===== src/rtl/rxc_pkg.sv =====
package rxc_pkg;
  localparam int ADDR_W     = 48;
  localparam int CH_W       = 3;
  localparam int ADDR_LO_W  = 16;
  localparam int HASH_IDX_W = 6;
  localparam int HASH_BITS  = 1 << HASH_IDX_W;

  // low-word field positions of a table row
  localparam int ROW_CH_LSB    = 16;
  localparam int ROW_FILT_BIT  = 19;
  localparam int ROW_VALID_BIT = 20;

  // mode register field positions
  localparam int MD_MC_LSB = 0;
  localparam int MD_MC_EN  = 5;
  localparam int MD_BC_LSB = 8;
  localparam int MD_BC_EN  = 13;
  localparam int MD_PR_LSB = 16;
  localparam int MD_PR_EN  = 21;
  localparam int MD_ERRCP  = 22;

  typedef enum logic [2:0] {
    REG_ROWSEL = 3'd0,
    REG_ADRHI  = 3'd1,
    REG_ROWLO  = 3'd2,
    REG_HASHLO = 3'd3,
    REG_HASHHI = 3'd4,
    REG_MODE   = 3'd5,
    REG_UNISET = 3'd6,
    REG_UNICLR = 3'd7
  } cfg_reg_e;

  typedef struct packed {
    logic              valid;
    logic              keep;
    logic [CH_W-1:0]   ch;
    logic [ADDR_W-1:0] addr;
  } row_t;

  typedef struct packed {
    logic            err_copy;
    logic            pr_en;
    logic [CH_W-1:0] pr_ch;
    logic            bc_en;
    logic [CH_W-1:0] bc_ch;
    logic            mc_en;
    logic [CH_W-1:0] mc_ch;
  } mode_t;
endpackage


===== src/rtl/rxc_cfg_regs.sv =====
module rxc_cfg_regs
  import rxc_pkg::*;
#(
  parameter int NUM_ROWS = 32,
  parameter int NUM_CHAN = 8,
  localparam int IDX_W   = $clog2(NUM_ROWS)
) (
  input  logic                 clk,
  input  logic                 rst,
  input  logic                 cfg_we,
  input  logic [2:0]           cfg_addr,
  input  logic [31:0]          cfg_wdata,
  output row_t                 rows [NUM_ROWS],
  output logic [HASH_BITS-1:0] hash_mask,
  output mode_t                mode,
  output logic [NUM_CHAN-1:0]  uni_en
);
  localparam int HI_W = ADDR_W - ADDR_LO_W;

  logic [IDX_W-1:0] row_sel;
  logic [HI_W-1:0]  adr_hi;
  cfg_reg_e         reg_id;

  assign reg_id = cfg_reg_e'(cfg_addr);

  always_ff @(posedge clk) begin
    if (rst) begin
      row_sel   <= '0;
      adr_hi    <= '0;
      hash_mask <= '0;
      mode      <= '0;
      uni_en    <= '0;
    end else if (cfg_we) begin
      case (reg_id)
        REG_ROWSEL: row_sel <= cfg_wdata[IDX_W-1:0];
        REG_ADRHI:  adr_hi  <= cfg_wdata[HI_W-1:0];
        REG_HASHLO: hash_mask[31:0]  <= cfg_wdata;
        REG_HASHHI: hash_mask[63:32] <= cfg_wdata;
        REG_MODE: begin
          mode.mc_ch    <= cfg_wdata[MD_MC_LSB +: CH_W];
          mode.mc_en    <= cfg_wdata[MD_MC_EN];
          mode.bc_ch    <= cfg_wdata[MD_BC_LSB +: CH_W];
          mode.bc_en    <= cfg_wdata[MD_BC_EN];
          mode.pr_ch    <= cfg_wdata[MD_PR_LSB +: CH_W];
          mode.pr_en    <= cfg_wdata[MD_PR_EN];
          mode.err_copy <= cfg_wdata[MD_ERRCP];
        end
        REG_UNISET: uni_en <= uni_en | cfg_wdata[NUM_CHAN-1:0];
        REG_UNICLR: uni_en <= uni_en & ~cfg_wdata[NUM_CHAN-1:0];
        default: ;
      endcase
    end
  end

  // table rows: committed as a whole when the low word is written
  for (genvar i = 0; i < NUM_ROWS; i++) begin : g_row
    always_ff @(posedge clk) begin
      if (rst) begin
        rows[i] <= '0;
      end else if (cfg_we && reg_id == REG_ROWLO && row_sel == IDX_W'(i)) begin
        rows[i].valid <= cfg_wdata[ROW_VALID_BIT];
        rows[i].keep  <= cfg_wdata[ROW_FILT_BIT];
        rows[i].ch    <= cfg_wdata[ROW_CH_LSB +: CH_W];
        rows[i].addr  <= {adr_hi, cfg_wdata[ADDR_LO_W-1:0]};
      end
    end
  end
endmodule


===== src/rtl/rxc_hash.sv =====
module rxc_hash
  import rxc_pkg::*;
(
  input  logic [ADDR_W-1:0]     addr,
  output logic [HASH_IDX_W-1:0] idx
);
  always_comb begin
    idx = '0;
    for (int k = 0; k < HASH_IDX_W; k++) begin
      for (int j = k; j < ADDR_W; j += HASH_IDX_W) begin
        idx[k] = idx[k] ^ addr[j];
      end
    end
  end
endmodule


===== src/rtl/rxc_match.sv =====
module rxc_match
  import rxc_pkg::*;
#(
  parameter int NUM_ROWS = 32
) (
  input  row_t              rows [NUM_ROWS],
  input  logic [ADDR_W-1:0] addr,
  output logic [NUM_ROWS-1:0] hits
);
  for (genvar i = 0; i < NUM_ROWS; i++) begin : g_cmp
    assign hits[i] = rows[i].valid && (rows[i].addr == addr);
  end
endmodule


===== src/rtl/rxc_decide.sv =====
module rxc_decide
  import rxc_pkg::*;
#(
  parameter int NUM_ROWS = 32,
  parameter int NUM_CHAN = 8,
  localparam int IDX_W   = $clog2(NUM_ROWS)
) (
  input  row_t                rows [NUM_ROWS],
  input  logic [NUM_ROWS-1:0] hits,
  input  logic                is_bcast,
  input  logic                is_group,
  input  logic                hash_hit,
  input  logic                err,
  input  mode_t               mode,
  input  logic [NUM_CHAN-1:0] uni_en,
  output logic                accept,
  output logic [CH_W-1:0]     chan,
  output logic                nomatch,
  output logic                err_out
);
  logic [IDX_W-1:0] sel;
  row_t             win;
  logic             prim_acc;
  logic [CH_W-1:0]  prim_ch;

  // lowest index wins
  always_comb begin
    sel = '0;
    for (int i = NUM_ROWS - 1; i >= 0; i--) begin
      if (hits[i]) sel = IDX_W'(i);
    end
  end

  assign win = rows[sel];

  always_comb begin
    prim_acc = 1'b0;
    prim_ch  = '0;
    if (|hits) begin
      if (win.keep && uni_en[win.ch]) begin
        prim_acc = 1'b1;
        prim_ch  = win.ch;
      end
    end else if (is_bcast) begin
      if (mode.bc_en) begin
        prim_acc = 1'b1;
        prim_ch  = mode.bc_ch;
      end
    end else if (is_group) begin
      if (mode.mc_en && hash_hit) begin
        prim_acc = 1'b1;
        prim_ch  = mode.mc_ch;
      end
    end
  end

  always_comb begin
    accept  = 1'b0;
    chan    = '0;
    nomatch = 1'b0;
    err_out = 1'b0;
    if (err && !mode.err_copy) begin
      accept = 1'b0;
    end else if (prim_acc) begin
      accept  = 1'b1;
      chan    = prim_ch;
      err_out = err;
    end else if (mode.pr_en) begin
      accept  = 1'b1;
      chan    = mode.pr_ch;
      nomatch = 1'b1;
      err_out = err;
    end
  end
endmodule


===== src/rtl/rx_dst_classifier.sv =====
module rx_dst_classifier
  import rxc_pkg::*;
#(
  parameter int NUM_ROWS = 32,
  parameter int NUM_CHAN = 8
) (
  input  logic              clk,
  input  logic              rst,
  input  logic              cfg_we,
  input  logic [2:0]        cfg_addr,
  input  logic [31:0]       cfg_wdata,
  input  logic              frm_valid,
  input  logic [47:0]       frm_dst,
  input  logic              frm_err,
  output logic              res_valid,
  output logic              res_accept,
  output logic [2:0]        res_chan,
  output logic              res_nomatch,
  output logic              res_err
);
  row_t                 rows [NUM_ROWS];
  logic [HASH_BITS-1:0] hash_mask;
  mode_t                mode_q;
  logic [NUM_CHAN-1:0]  uni_en;

  logic [NUM_ROWS-1:0]   hits;
  logic [HASH_IDX_W-1:0] hidx;

  // stage 1 registers
  logic                s1_valid;
  logic [NUM_ROWS-1:0] s1_hits;
  logic                s1_bcast;
  logic                s1_group;
  logic                s1_hash;
  logic                s1_err;

  logic            d_accept;
  logic [CH_W-1:0] d_chan;
  logic            d_nomatch;
  logic            d_err;

  rxc_cfg_regs #(.NUM_ROWS(NUM_ROWS), .NUM_CHAN(NUM_CHAN)) u_cfg (
    .clk(clk), .rst(rst), .cfg_we(cfg_we), .cfg_addr(cfg_addr),
    .cfg_wdata(cfg_wdata), .rows(rows), .hash_mask(hash_mask),
    .mode(mode_q), .uni_en(uni_en)
  );

  rxc_match #(.NUM_ROWS(NUM_ROWS)) u_match (
    .rows(rows), .addr(frm_dst), .hits(hits)
  );

  rxc_hash u_hash (.addr(frm_dst), .idx(hidx));

  always_ff @(posedge clk) begin
    if (rst) begin
      s1_valid <= 1'b0;
      s1_hits  <= '0;
      s1_bcast <= 1'b0;
      s1_group <= 1'b0;
      s1_hash  <= 1'b0;
      s1_err   <= 1'b0;
    end else begin
      s1_valid <= frm_valid;
      s1_hits  <= frm_valid ? hits : '0;
      s1_bcast <= frm_valid && (&frm_dst);
      s1_group <= frm_valid && frm_dst[0];
      s1_hash  <= frm_valid && hash_mask[hidx];
      s1_err   <= frm_valid && frm_err;
    end
  end

  rxc_decide #(.NUM_ROWS(NUM_ROWS), .NUM_CHAN(NUM_CHAN)) u_decide (
    .rows(rows), .hits(s1_hits), .is_bcast(s1_bcast), .is_group(s1_group),
    .hash_hit(s1_hash), .err(s1_err), .mode(mode_q), .uni_en(uni_en),
    .accept(d_accept), .chan(d_chan), .nomatch(d_nomatch), .err_out(d_err)
  );

  always_ff @(posedge clk) begin
    if (rst) begin
      res_valid   <= 1'b0;
      res_accept  <= 1'b0;
      res_chan    <= '0;
      res_nomatch <= 1'b0;
      res_err     <= 1'b0;
    end else begin
      res_valid   <= s1_valid;
      res_accept  <= s1_valid && d_accept;
      res_chan    <= s1_valid ? d_chan : '0;
      res_nomatch <= s1_valid && d_nomatch;
      res_err     <= s1_valid && d_err;
    end
  end
endmodule


===== config.mk =====
export PLATFORM = sky130hd
export DESIGN_NAME = rx_dst_classifier
export DESIGN_NICKNAME = d
export VERILOG_FILES = /design/src/rtl/rxc_pkg.sv /design/src/rtl/rxc_cfg_regs.sv /design/src/rtl/rxc_hash.sv /design/src/rtl/rxc_match.sv /design/src/rtl/rxc_decide.sv /design/src/rtl/rx_dst_classifier.sv
export SDC_FILE = /design/constraint.sdc
export NUM_CORES = 2
export LEC_CHECK = 0
export BUFFER_PORTS_ARGS = -buffer_cell sky130_fd_sc_hd__buf_2
export CELL_PAD_IN_SITES_DETAIL_PLACEMENT = 2
export CELL_PAD_IN_SITES_GLOBAL_PLACEMENT = 2
export CORE_ASPECT_RATIO = 1.4
export CORE_MARGIN = 4
export CORE_UTILIZATION = 41
export DETAILED_ROUTE_END_ITERATION = 8
export PLACE_DENSITY = 0.89
export SYNTH_ARGS = -nofsm -noshare
export SYNTH_HDL_FRONTEND = slang
export SYNTH_SLANG_ARGS = --single-unit

===== constraint.sdc =====
create_clock -name clk -period 5.7 [get_ports clk]
set_input_delay 1.425 -clock clk [delete_from_list [all_inputs] [get_ports clk]]
set_output_delay 1.425 -clock clk [all_outputs]
set_load 0.005 [all_outputs]

==> results.toml <==
[run_status]
status = "finished with violations"
violations = "slew limit"

[placement]
post_dp_cell_area_um2 = 87270
place_congestion = 0.9539
io_buffer_count = 94
hpwl_um = 285300
dp_worst_setup_slack_ns = 1.036

[logic_synthesis]
synthDistinctLibCells = 77
synthTopCellsByArea = "dfxtp_1 44%, nand2_1 16%, xor2_1 14%"
synthAdderAreaFrac_pct = 0
synth_compound_area_share_pct = 12.03
seq_area_frac_synth_pct = 44.26
synthSimpleGateAreaFrac_pct = 21.64
synth_top_family_by_area = "simple AND/OR/NAND/NOR gates"
synth-edff-count = 0
synth_warnings = 0
synth_top_area_share_pct = 44.26
synth_xor_area_share_pct = 16.16
ys_async_sr_fraction_pct = 0
synthMuxAreaShare_pct = 1.269
avgSynthCellArea_um2 = 7.734
yosys.area.top_type = "dfxtp_1"
synth_area_um2 = 84220
syn_nets = 10980
ys_ff_latch = 1862
synthCells = 10890
synth_flop_cell = "dfxtp_1"

[clock_network]
numCtsBuffers = 192
cts.sinks = 1862
htreeDepth = 4
clk_latency_ns = 0.95
cts_buffer_depth = 4
ctsHoldBuffers = 0
cts_tree = "done"
root_buffer = "clkbuf_16"
cts-resized-gates = 0
clkTransAtPathRegs_ns = 0.07
cts_setup_buffers = 0

[timing]
drv_slew = 150
period_minus_slack_ns = 4.950
worst_pin_slew_ns = 1.701
setup_violations = 0
hold_violations = 0
fmax_mhz = 202.0
slew_headroom_pct = -13.39
finalCritPeriodShare_pct = 86.83
finClkSkew_ns = 0.04957
fin_setup_tns_ns = 0
fin_ws_ns = 0.7504
grt_setup_unrepaired = "false"

[layout]
postLayoutCellArea_um2 = 93790
area_delta_synth_final_pct = 11.36
drive_gt1_share_pct = 7.813
final_nets = 10550

[grt]
grt_usage_pct = 50.87
grt_max_degree = 239
antenna_found_initial = 78
grt_pass1_wl_um = 774600
grt_overflow = 0
grt_pass1_vias = 99420

[worst_setup_path]
cp.arrival_ns = 5.75
start_kind = "flop"
critPathMostFrequentCell = "nor2_4"
critPathMaxStageDelay_ns = 0.65
reg2reg_depth = 13
path_class = "reg2reg"
slowest_stage = "a2111oi_0"
crit_chain = "nand2b_1 -> a21oi_1 -> a2111oi_0 -> a311oi_2 -> nor2_4 -> mux4_2 -> mux2_2 -> o2bb2ai_1 -> nor2_4 -> mux2i_1 -> a221o_1 -> nand2_1 -> o311a_1"
r2r_end = "res_err"
r2r_start = "s1_hits[11]"
worst_ep_required_time_ns = 6.50
crit_path_end_kind = "flop"
r2r_slack_ns = 0.75
cp_max_fo = 19

[die]
rows = 196
initial_utilization_pct = 41.28
ioPinCount = 95
core_area_um2 = 204000
die_height_um = 544.3
die_area_um2 = 212800
dieWidth_um = 391.1

[power]
cellLeakagePower_nw = 34.10
ir_worst_vdd_mv = 0.2520
power.total_mw = 29.70
power_density_nw_per_um2 = 316.7

[route]
num_vias = 94200
drc_errors = 0
detail_route.wl_per_cell_um = 42.16
drtIter0Drc = 14840
wirelength_um = 563000
dr.pass1.iters = 7
vias_per_cell = 7.054
drtAntennaViolNets = 0

[worst_hold_path]
hold_end = "u_cfg.rows[1392]"
hp-start = "u_cfg.rows[1392]"
whs_path_depth = 2
hp-class = "reg2reg"

[flow_run]
max_cap_viol_count = 0
-- flip-flops by register name, indices dropped and copies added, names as in the netlist, 3 cells and up, named ones only --
register / cells
u_cfg.rows: 1696
u_cfg.hash_mask: 64
s1_hits: 32
u_cfg.adr_hi: 32
u_cfg.mode: 13
u_cfg.row_sel: 5
res_chan: 3
-- metal layers --
layer	share of wire, %	vias up	global-route usage (%)
met2	41	9267	72.81
met5	0.059	-	0.3409
met1	32	46070	53.97
met3	14	4304	22.31
li1	-	34520	-
met4	13	36	53.05
-- Yosys cell counts, types with 8 or more instances --
library cell / n
o211ai_1: 8
nor3_1: 47
nand4_1: 131
o22ai_1: 8
nor4_1: 359
dfxtp_1: 1862
or4_1: 10
mux4_2: 26
xor2_1: 1367
nor2_1: 73
a211oi_1: 16
clkbuf_1: 924
and2_1: 8
xnor2_1: 187
a21oi_1: 1833
nor2b_1: 13
clkbuf_2: 32
inv_1: 35
nand3_1: 53
mux2i_1: 37
nand2b_1: 9
buf_1: 17
a221oi_1: 10
mux2_2: 10
nand2_1: 3685
o21ai_0: 23
-- power breakdown --
group | leakage (nW) | switching, mW | total [mW] | internal [mW]
Sequential | 15.0 | 0.0734 | 13.1 | 13.0
Clock | 3.13 | 6.42 | 14.0 | 7.55
Combinational | 16.0 | 2.12 | 2.63 | 0.515
-- worst max path at each step --
| stage | endpoint | startpoint | cells after the start | slack (ns) |
|---|---|---|---|---|
| 4_1_cts | res_err | s1_hits[11] | 13 | 0.97 |
| 3_5_place_dp | s1_hash | frm_dst[42] | 10 | 1.04 |
| 5_1_grt | res_chan[0] | s1_hits[24] | 13 | 0.67 |
| 2_1_floorplan | s1_hash | frm_dst[36] | 10 | 1.37 |
| 6_report | res_err | s1_hits[11] | 13 | 0.75 |
| 3_3_place_gp | s1_hits[10] | frm_dst[17] | 6 | 0.45 |
-- cell families (layout without fill, tap and decap cells) --
| group | Yosys count | count (layout) |
|---|---|---|
| buffers and inverters | 1020 | 740 |
| AO/OA/AOI/OAI | 1957 | 1957 |
| other | 0 | 71 |
| multiplexers | 73 | 73 |
| flip-flops | 1862 | 1862 |
| AND/OR/NAND/NOR | 4424 | 4424 |
| XOR/XNOR | 1554 | 1554 |
-- cell type report --
type,count,area (µm²)
diodes,71,177.7
clock buffers,279,5608
clock inverters,60,728.2
fillers,22560,110200
inverters,35,131.4
multi-input cells,8008,43490
flip-flops and latches,1862,37320
well taps,2673,3344
repair buffers,366,2988
-- layout by cell type, fill, tap and decap left out, drive strengths merged, types with 6 or more instances in the layout --
cell	Yosys	layout
inv	35	36
nand3	53	53
nand4	131	131
buf	29	366
nand2b	9	9
a211oi	18	18
nor3	47	47
mux4	26	26
nor2	75	75
clkinv	0	38
a221oi	10	10
o21ai	25	25
xnor2	187	187
o2111ai	6	6
nand3b	6	6
xor2	1367	1367
mux2i	37	37
nand2	3685	3685
nor4	361	361
or4	11	11
o211ai	8	8
clkbuf	956	279
o22ai	8	8
nor2b	13	13
bufinv	0	16
diode	0	71
a22oi	6	6
mux2	10	10
dfxtp	1862	1862
and2	10	10
a21oi	1834	1834
-- critical path: cells and delay by family, from the launching register on --
kind	cells	cell delay (ns)
DFF	1	0.47
muxes	3	1.31
and+or+nand+nor	4	1.21
AOI/OAI and AO/OA	6	1.79
-- through the flow --
step                utilization (%)  hold WS, ns  cells
finish                        45.97       0.4594  13350
global route                  45.89       0.4743  13290
CTS                           45.88       0.4630  13280
detailed placement            42.77       0.4508  12940
global placement              42.76       0.4383  12940
floorplan                         -       0.4233  10890
No activity file was read; power rests on OpenSTA's default activity.
